### config.mk
export PLATFORM = sky130hd
export DESIGN_NAME = tlb_asn_fa
export DESIGN_NICKNAME = d
export VERILOG_FILES = /design/src/rtl/tlb_asn_pkg.sv /design/src/rtl/tlb_match_vec.sv /design/src/rtl/tlb_first_hit.sv /design/src/rtl/tlb_victim_ptr.sv /design/src/rtl/tlb_entry_store.sv /design/src/rtl/tlb_asn_fa.sv
export SDC_FILE = /design/constraint.sdc
export NUM_CORES = 2
export LEC_CHECK = 0
export CORE_MARGIN = 5
export CORE_UTILIZATION = 53
export DETAILED_ROUTE_END_ITERATION = 6
export GPL_TIMING_DRIVEN = 0
export PLACE_DENSITY = 0.77
export SLEW_MARGIN = 10
export SYNTH_ARGS = -nofsm -noshare
export SYNTH_HDL_FRONTEND = slang
export SYNTH_SLANG_ARGS = --single-unit
### constraint.sdc
create_clock -name clk -period 5.2 [get_ports clk]
set_input_delay 1.04 -clock clk [delete_from_list [all_inputs] [get_ports clk]]
set_output_delay 1.04 -clock clk [all_outputs]
set_load 0.005 [all_outputs]
### src/rtl/tlb_asn_pkg.sv
package tlb_asn_pkg;

   typedef enum logic [1:0] {
      TCMD_NONE  = 2'd0,
      TCMD_ALL   = 2'd1,
      TCMD_LOCAL = 2'd2,
      TCMD_ADDR  = 2'd3
   } tlb_cmd_e;

   function automatic logic tag_hit(input logic vld, input logic glob,
                                    input logic tag_eq, input logic asn_eq);
      return vld && tag_eq && (glob || asn_eq);
   endfunction

endpackage

### src/rtl/tlb_match_vec.sv
module tlb_match_vec
   import tlb_asn_pkg::*;
#(
   parameter int N     = 8,
   parameter int VPN_W = 20,
   parameter int ASN_W = 8
)(
   input  logic [N-1:0]            vld,
   input  logic [N-1:0]            glob,
   input  logic [N-1:0][VPN_W-1:0] tag,
   input  logic [N-1:0][ASN_W-1:0] asn,
   input  logic [VPN_W-1:0]        q_vpn,
   input  logic [ASN_W-1:0]        q_asn,
   output logic [N-1:0]            hit_vec
);
   for (genvar i = 0; i < N; i++) begin : g_cmp
      assign hit_vec[i] = tag_hit(vld[i], glob[i], tag[i] == q_vpn, asn[i] == q_asn);
   end
endmodule

### src/rtl/tlb_first_hit.sv
module tlb_first_hit #(
   parameter int N     = 8,
   parameter int IDX_W = $clog2(N)
)(
   input  logic [N-1:0]     vec,
   output logic             any,
   output logic [IDX_W-1:0] idx
);
   always_comb begin
      idx = '0;
      for (int i = N - 1; i >= 0; i--) begin
         if (vec[i]) idx = IDX_W'(i);
      end
      any = |vec;
   end

   // the reported slot really hits and no lower slot does
   always_comb begin
      if (any) begin
         a_r2_lowest_set: assert (vec[idx]);
      end
      for (int j = 0; j < N; j++) begin
         if (any && (j < int'(idx))) begin
            a_r2_none_below: assert (!vec[j]);
         end
      end
   end
endmodule

### src/rtl/tlb_victim_ptr.sv
module tlb_victim_ptr #(
   parameter int N     = 8,
   parameter int IDX_W = $clog2(N)
)(
   input  logic             clk,
   input  logic             rst_n,
   input  logic             clr,
   input  logic             step,
   output logic [IDX_W-1:0] ptr
);
   localparam logic [IDX_W-1:0] LAST = IDX_W'(N - 1);
   localparam bit POW2 = (N == (1 << IDX_W));

   logic [IDX_W-1:0] nxt;

   if (POW2) begin : g_pow2
      assign nxt = ptr + 1'b1;
   end else begin : g_cmp
      assign nxt = (ptr == LAST) ? '0 : ptr + 1'b1;
   end

   always_ff @(posedge clk) begin
      if (!rst_n)      ptr <= '0;
      else if (clr)    ptr <= '0;
      else if (step)   ptr <= nxt;
   end

   a_r6_wrap: assert property (@(posedge clk) disable iff (!rst_n)
      (step && !clr && ptr == LAST) |=> ptr == '0);
   a_r7_ptr_zero: assert property (@(posedge clk) disable iff (!rst_n)
      clr |=> ptr == '0);
   a_r6_in_range: assert property (@(posedge clk) disable iff (!rst_n)
      ptr <= LAST);
   a_r10_hold: assert property (@(posedge clk) disable iff (!rst_n)
      (!step && !clr) |=> $stable(ptr));
endmodule

### src/rtl/tlb_entry_store.sv
module tlb_entry_store #(
   parameter int N     = 8,
   parameter int VPN_W = 20,
   parameter int PPN_W = 16,
   parameter int ASN_W = 8,
   parameter int MODES = 4,
   parameter int IDX_W = $clog2(N)
)(
   input  logic                    clk,
   input  logic                    rst_n,
   input  logic                    clr_all,
   input  logic                    clr_local,
   input  logic [N-1:0]            clr_vec,
   input  logic                    wr_en,
   input  logic [IDX_W-1:0]        wr_idx,
   input  logic [VPN_W-1:0]        wr_vpn,
   input  logic [ASN_W-1:0]        wr_asn,
   input  logic                    wr_glob,
   input  logic [PPN_W-1:0]        wr_ppn,
   input  logic [MODES-1:0]        wr_rmask,
   input  logic [MODES-1:0]        wr_wmask,
   input  logic                    wr_frd,
   input  logic                    wr_fwr,
   output logic [N-1:0]            vld,
   output logic [N-1:0]            glob,
   output logic [N-1:0][VPN_W-1:0] tag,
   output logic [N-1:0][ASN_W-1:0] asn,
   output logic [N-1:0][PPN_W-1:0] ppn,
   output logic [N-1:0][MODES-1:0] rmask,
   output logic [N-1:0][MODES-1:0] wmask,
   output logic [N-1:0]            frd,
   output logic [N-1:0]            fwr
);
   for (genvar i = 0; i < N; i++) begin : g_slot
      logic sel;
      assign sel = wr_en && (wr_idx == IDX_W'(i));

      always_ff @(posedge clk) begin
         if (!rst_n) begin
            vld[i] <= 1'b0;
         end else if (clr_all) begin
            vld[i] <= 1'b0;
         end else if (clr_local && !glob[i]) begin
            vld[i] <= 1'b0;
         end else if (clr_vec[i]) begin
            vld[i] <= 1'b0;
         end else if (sel) begin
            vld[i] <= 1'b1;
         end
      end

      always_ff @(posedge clk) begin
         if (!rst_n) begin
            glob[i]  <= 1'b0;
            tag[i]   <= '0;
            asn[i]   <= '0;
            ppn[i]   <= '0;
            rmask[i] <= '0;
            wmask[i] <= '0;
            frd[i]   <= 1'b0;
            fwr[i]   <= 1'b0;
         end else if (sel && !clr_all && !clr_local && !(|clr_vec)) begin
            glob[i]  <= wr_glob;
            tag[i]   <= wr_vpn;
            asn[i]   <= wr_asn;
            ppn[i]   <= wr_ppn;
            rmask[i] <= wr_rmask;
            wmask[i] <= wr_wmask;
            frd[i]   <= wr_frd;
            fwr[i]   <= wr_fwr;
         end
      end

      a_r8_keep_global: assert property (@(posedge clk) disable iff (!rst_n)
         (clr_local && !clr_all && glob[i] && !clr_vec[i]) |=> vld[i] == $past(vld[i]));
      a_r9_cleared: assert property (@(posedge clk) disable iff (!rst_n)
         clr_vec[i] |=> !vld[i]);
   end

   a_r7_all_invalid: assert property (@(posedge clk) disable iff (!rst_n)
      clr_all |=> vld == '0);
   a_r5_slot_filled: assert property (@(posedge clk) disable iff (!rst_n)
      (wr_en && !clr_all && !clr_local && clr_vec == '0)
         |=> vld[$past(wr_idx)] && tag[$past(wr_idx)] == $past(wr_vpn));
endmodule

### src/rtl/tlb_asn_fa.sv
module tlb_asn_fa
   import tlb_asn_pkg::*;
#(
   parameter int ENTRIES = 8,
   parameter int VPN_W   = 20,
   parameter int PPN_W   = 16,
   parameter int ASN_W   = 8,
   parameter int OFS_W   = 13,
   parameter int MODES   = 4,
   parameter int IDX_W   = $clog2(ENTRIES),
   parameter int MODE_W  = (MODES > 1) ? $clog2(MODES) : 1
)(
   input  logic                   clk,
   input  logic                   rst_n,
   input  logic [VPN_W-1:0]       lk_vpn,
   input  logic [ASN_W-1:0]       lk_asn,
   input  logic [OFS_W-1:0]       lk_ofs,
   input  logic [MODE_W-1:0]      lk_mode,
   output logic                   lk_hit,
   output logic [IDX_W-1:0]       lk_idx,
   output logic [PPN_W-1:0]       lk_ppn,
   output logic [PPN_W+OFS_W-1:0] lk_paddr,
   output logic                   lk_glob,
   output logic [MODES-1:0]       lk_rmask,
   output logic [MODES-1:0]       lk_wmask,
   output logic                   lk_rd_ok,
   output logic                   lk_wr_ok,
   output logic                   lk_frd,
   output logic                   lk_fwr,
   input  logic                   ins_en,
   input  logic [VPN_W-1:0]       ins_vpn,
   input  logic [ASN_W-1:0]       ins_asn,
   input  logic                   ins_glob,
   input  logic [PPN_W-1:0]       ins_ppn,
   input  logic [MODES-1:0]       ins_rmask,
   input  logic [MODES-1:0]       ins_wmask,
   input  logic                   ins_frd,
   input  logic                   ins_fwr,
   input  logic [1:0]             cmd,
   input  logic [VPN_W-1:0]       cmd_vpn,
   input  logic [ASN_W-1:0]       cmd_asn,
   input  logic                   vic_adv,
   output logic [IDX_W-1:0]       vic_idx,
   output logic                   vic_valid,
   output logic [VPN_W-1:0]       vic_vpn,
   output logic [PPN_W-1:0]       vic_ppn
);
   if (ENTRIES < 2 || VPN_W < 1 || PPN_W < 1 || ASN_W < 1 || OFS_W < 1 || MODES < 1) begin : g_bad_cfg
      $error("tlb_asn_fa: illegal parameter set");
   end

   tlb_cmd_e cmd_e;
   logic     do_all, do_local, do_addr, idle, wr_go, ptr_step;

   assign cmd_e    = tlb_cmd_e'(cmd);
   assign do_all   = (cmd_e == TCMD_ALL);
   assign do_local = (cmd_e == TCMD_LOCAL);
   assign do_addr  = (cmd_e == TCMD_ADDR);
   assign idle     = (cmd_e == TCMD_NONE);
   assign wr_go    = idle && ins_en;
   assign ptr_step = idle && (ins_en || vic_adv);

   logic [ENTRIES-1:0]            vld, glob, frd, fwr;
   logic [ENTRIES-1:0][VPN_W-1:0] tag;
   logic [ENTRIES-1:0][ASN_W-1:0] asn;
   logic [ENTRIES-1:0][PPN_W-1:0] ppn;
   logic [ENTRIES-1:0][MODES-1:0] rmask, wmask;
   logic [ENTRIES-1:0]            lk_vec, fl_vec, fl_gated;
   logic [IDX_W-1:0]              ptr, first;
   logic                          any;

   tlb_victim_ptr #(.N(ENTRIES), .IDX_W(IDX_W)) u_ptr (
      .clk(clk), .rst_n(rst_n), .clr(do_all), .step(ptr_step), .ptr(ptr)
   );

   tlb_match_vec #(.N(ENTRIES), .VPN_W(VPN_W), .ASN_W(ASN_W)) u_lk_cmp (
      .vld(vld), .glob(glob), .tag(tag), .asn(asn),
      .q_vpn(lk_vpn), .q_asn(lk_asn), .hit_vec(lk_vec)
   );

   tlb_match_vec #(.N(ENTRIES), .VPN_W(VPN_W), .ASN_W(ASN_W)) u_fl_cmp (
      .vld(vld), .glob(glob), .tag(tag), .asn(asn),
      .q_vpn(cmd_vpn), .q_asn(cmd_asn), .hit_vec(fl_vec)
   );

   assign fl_gated = do_addr ? fl_vec : '0;

   tlb_first_hit #(.N(ENTRIES), .IDX_W(IDX_W)) u_first (
      .vec(lk_vec), .any(any), .idx(first)
   );

   tlb_entry_store #(
      .N(ENTRIES), .VPN_W(VPN_W), .PPN_W(PPN_W), .ASN_W(ASN_W),
      .MODES(MODES), .IDX_W(IDX_W)
   ) u_store (
      .clk(clk), .rst_n(rst_n),
      .clr_all(do_all), .clr_local(do_local), .clr_vec(fl_gated),
      .wr_en(wr_go), .wr_idx(ptr),
      .wr_vpn(ins_vpn), .wr_asn(ins_asn), .wr_glob(ins_glob), .wr_ppn(ins_ppn),
      .wr_rmask(ins_rmask), .wr_wmask(ins_wmask), .wr_frd(ins_frd), .wr_fwr(ins_fwr),
      .vld(vld), .glob(glob), .tag(tag), .asn(asn), .ppn(ppn),
      .rmask(rmask), .wmask(wmask), .frd(frd), .fwr(fwr)
   );

   always_comb begin
      lk_hit   = any;
      lk_idx   = any ? first : '0;
      lk_ppn   = any ? ppn[first] : '0;
      lk_glob  = any && glob[first];
      lk_rmask = any ? rmask[first] : '0;
      lk_wmask = any ? wmask[first] : '0;
      lk_frd   = any && frd[first];
      lk_fwr   = any && fwr[first];
      lk_paddr = any ? {ppn[first], lk_ofs} : '0;
      lk_rd_ok = 1'b0;
      lk_wr_ok = 1'b0;
      for (int m = 0; m < MODES; m++) begin
         if (any && lk_mode == MODE_W'(m)) begin
            lk_rd_ok = rmask[first][m];
            lk_wr_ok = wmask[first][m];
         end
      end
   end

   assign vic_idx   = ptr;
   assign vic_valid = vld[ptr];
   assign vic_vpn   = tag[ptr];
   assign vic_ppn   = ppn[ptr];

   a_r1_hit_is_valid: assert property (@(posedge clk) disable iff (!rst_n)
      lk_hit |-> vld[lk_idx] && tag[lk_idx] == lk_vpn);
   a_r1_hit_asn: assert property (@(posedge clk) disable iff (!rst_n)
      (lk_hit && !lk_glob) |-> asn[lk_idx] == lk_asn);
   a_r5_advance: assert property (@(posedge clk) disable iff (!rst_n)
      (wr_go && ptr != IDX_W'(ENTRIES - 1)) |=> vic_idx == $past(ptr) + 1'b1);
   a_r12_reset_state: assert property (@(posedge clk)
      $past(!rst_n) && rst_n |-> vld == '0 && ptr == '0);
endmodule

==> impl_metrics.toml <==
[status]
status = "complete, but fails checks"
violations = "design-rule violations, negative setup slack"

[timing]
max_freq_ghz = 0.181
min_period_over_period_pct = 106
layout_setup_ws_ps = -333
rsz0062_at_grt = "true"
setup_viol = 44
skew_ps = 33.2
hold_viol_final = 0
worst-slew-pin-transition_ps = 1260
fin_crit_ps = 5530
slew_violations = 0
slew_headroom_pct = 15.5

[hold_path]
min_from = "u_store.wmask[10]"
holdPathEnd = "u_store.wmask[10]"
min_path_type = "reg -> reg"
hold_path_depth = 2

[power_and_ir_drop]
p_leak_uw = 0.0121
ir_worst_vdd_mv = 0.248
power.density_nw_per_um2 = 253

[detailed_routing]
num_vias = 26422
drc = 1
viasPerCell = 6.36
firstDrtPassIters = 7
wire_per_inst_um = 28.2
wl_um = 117000
drt_iter0_drc = 3801
drtAntennaViolNets = 0

[setup_path]
worstReg2RegEnd = "u_store.tag[86]"
cpPeakStageDelay_ps = 580
endpoint_kind = "output port"
reg2reg_from = "u_ptr.ptr[1]"
slowest_stage = "dfxtp_1"
crit_top_cell = "mux2i_1"
crit_type = "reg -> out"
crit_family = "simple AND/OR/NAND/NOR gates"
reg2reg_depth = 8
reg2reg_slack_ps = 810
path_buf_inv = 4
crit_path_cell_trace = "xor2_2, nor4_2, nand4_1, or4_4, a211oi_4, o21ai_4, buf_12, buf_6, mux2i_1, mux2i_1, mux2i_2, a211oi_2, buf_4, a211o_1, buf_2"
cp-start-kind = "flop"
crit_arrival_ps = 4490
crit_required_ps = 4160
crit_fanout = 4

[finish]
final_cell_area_um2 = 32600
area_growth_pct = 20.3
drive_gt1_share_pct = 15.4
final_common_cell = "nand2_1"
layout_common_cells = "nand2_1, dfxtp_1, a21boi_0"
utilization_pct = 64.7
nets = 3579
nFillCells = 4206

[cts]
cts_tree = "yes"
cts_buffer_depth = 3
clock_sinks = 451
clkTransAtPathRegs_ps = 70
numCtsBuffers = 50
htreeDepth = 2
clk_latency_ps = 630
root_buffer = "clkbuf_16"

[yosys]
yosys_warnings = 0
synth_edf_count = 0
synth_cell_types = 67
synth_flop_cell = "dfxtp_1"
seq_area_frac_synth_pct = 33.3
synth-async-reset-ratio_pct = 0
synth.avg_cell_area_um2 = 8.45
synth_area_um2 = 27100
synth-seq-cells = 451
synth_cells = 3207
syn_nets = 3345

[global_routing]
grt_max_degree = 14
grt.total_usage_pct = 39.6
grt_pass1_vias = 24542
grt.overflow.total = 0
grt_antenna_before_repair = 7
grt_pass1_wl_um = 167000

[die]
core_area_um2 = 50400
dieArea_um2 = 55700
rows = 82
start_util_pct = 53.8
die_height_um = 236
dieWidth_um = 236
ios = 234

[placed_design]
portBuffers = 121
post_dp_cell_area_um2 = 29100
gp_congestion = 1.10
dp_hpwl_um = 84800

[run]
cap_violations = 0
==> flip-flops by register name, summed over array words and instances (netlist names) <==
signal	count
u_ptr.ptr	3
u_store.asn	64
u_store.frd	8
u_store.fwr	8
u_store.glob	8
u_store.ppn	128
u_store.rmask	32
u_store.tag	160
u_store.vld	8
u_store.wmask	32
==> Yosys cell counts, drive strengths merged, types with 3 or more instances <==
cell,instances,area [µm²]
nor2b,17,106
nand4,43,269
o221ai,8,70.1
mux2i,21,210
nor4,118,763
mux4,115,2590
nor4b,5,43.8
mux2,3,33.8
nor3b,4,30.0
ha,6,75.1
xor2,400,3510
and3,8,50.1
nand4b,9,85.1
a211o,3,26.3
o21ai,7,46.3
or4,9,71.3
nand2,1029,3870
inv,9,38.8
buf,144,956
nand3,9,50.1
nand2b,3,18.8
a21oi,21,116
clkbuf,169,634
dfxtp,451,9030
a211oi,5,42.5
xnor2,49,429
a31oi,3,18.8
a22o,19,166
nor2,25,93.8
a21boi,442,3320
nor3,33,165
==> worst min-delay path, stage by stage (launching register included) <==
cell	delay (ps)
dfxtp_1	310
nand2_1	40
a21boi_0	70
==> cell type report <==
cell class	count	area, µm²	area share (%)
clock inverter	23	325	0.999
clock buffer	70	1440	4.41
multi-input combinational	2433	17200	52.7
tap	672	841	2.58
inverter	10	57.6	0.177
antenna	3	7.51	0.0230
buffer	311	1940	5.95
sequential	451	9030	27.7
timing repair buffer	184	1760	5.41
==> report_power, final <==
part           switching [µW]  total [µW]  internal [µW]  leakage [µW]
Sequential               31.4        3510           3480       0.00364
Clock                    1600        3880           2280      0.000866
Combinational             545         862            317       0.00761
Total                    2180        8250           6080        0.0121
==> cell families (layout without fill, tap and decap cells) <==
group / count (synthesis) / after routing / synth area share (%)
AND/OR/NAND/NOR: 1317 / 1317 / 20.9
XOR/XNOR: 449 / 449 / 14.5
buffers and inverters: 323 / 598 / 6.03
adder cells (fa/ha/maj): 6 / 6 / 0.277
AO/OA/AOI/OAI: 522 / 522 / 14.5
multiplexers: 139 / 139 / 10.5
flip-flops: 451 / 451 / 33.3
other: 0 / 3 / 0
==> repair_timing <==
action,4_1_cts,5_1_grt
hold buffers,0,0
cloned,3,1
hold endpoints to repair,0,0
setup endpoints to repair,94,68
gates resized for setup,360,72
pin swaps,59,37
buffers inserted,47,16
==> routing by layer <==
| layer | share of wire, % | global-route usage, % | routed length, µm |
|---|---|---|---|
| met5 | 0.064 | 0 | 75 |
| met4 | 7.5 | 23.3 | 8760 |
| met3 | 12 | 9.22 | 13800 |
| met2 | 44 | 61.0 | 51200 |
| met1 | 37 | 51.1 | 43300 |
==> per-stage QoR <==
stage               hold WS, ps  setup WS, ps  power, µW  setup TNS, ps  cells
floorplan                   439           139       4060              0   3207
global placement            447         -1650       4360         -56430   4000
detailed placement          455         -1230       4350         -53370   4000
CTS                         463          -221       8180          -3990   4142
global route                482          -325       8380          -7110   4154
finish                      464          -333       8250          -7440   4157
==> worst max path at each step <==
stage                     cells past startpoint             start    endpoint  slack (ps)
after floorplan                              14         lk_vpn[2]  lk_ppn[10]         140
after detailed placement                     14         lk_vpn[2]  lk_ppn[10]       -1230
after CTS                                    16         lk_vpn[1]  lk_ppn[14]        -220
after global routing                         16         lk_vpn[3]    lk_wr_ok        -330
after global placement                       12         lk_vpn[9]    lk_wr_ok       -1650
final                                        15  u_store.tag[123]    lk_wr_ok        -330
Power figures use the tool's default switching activity.
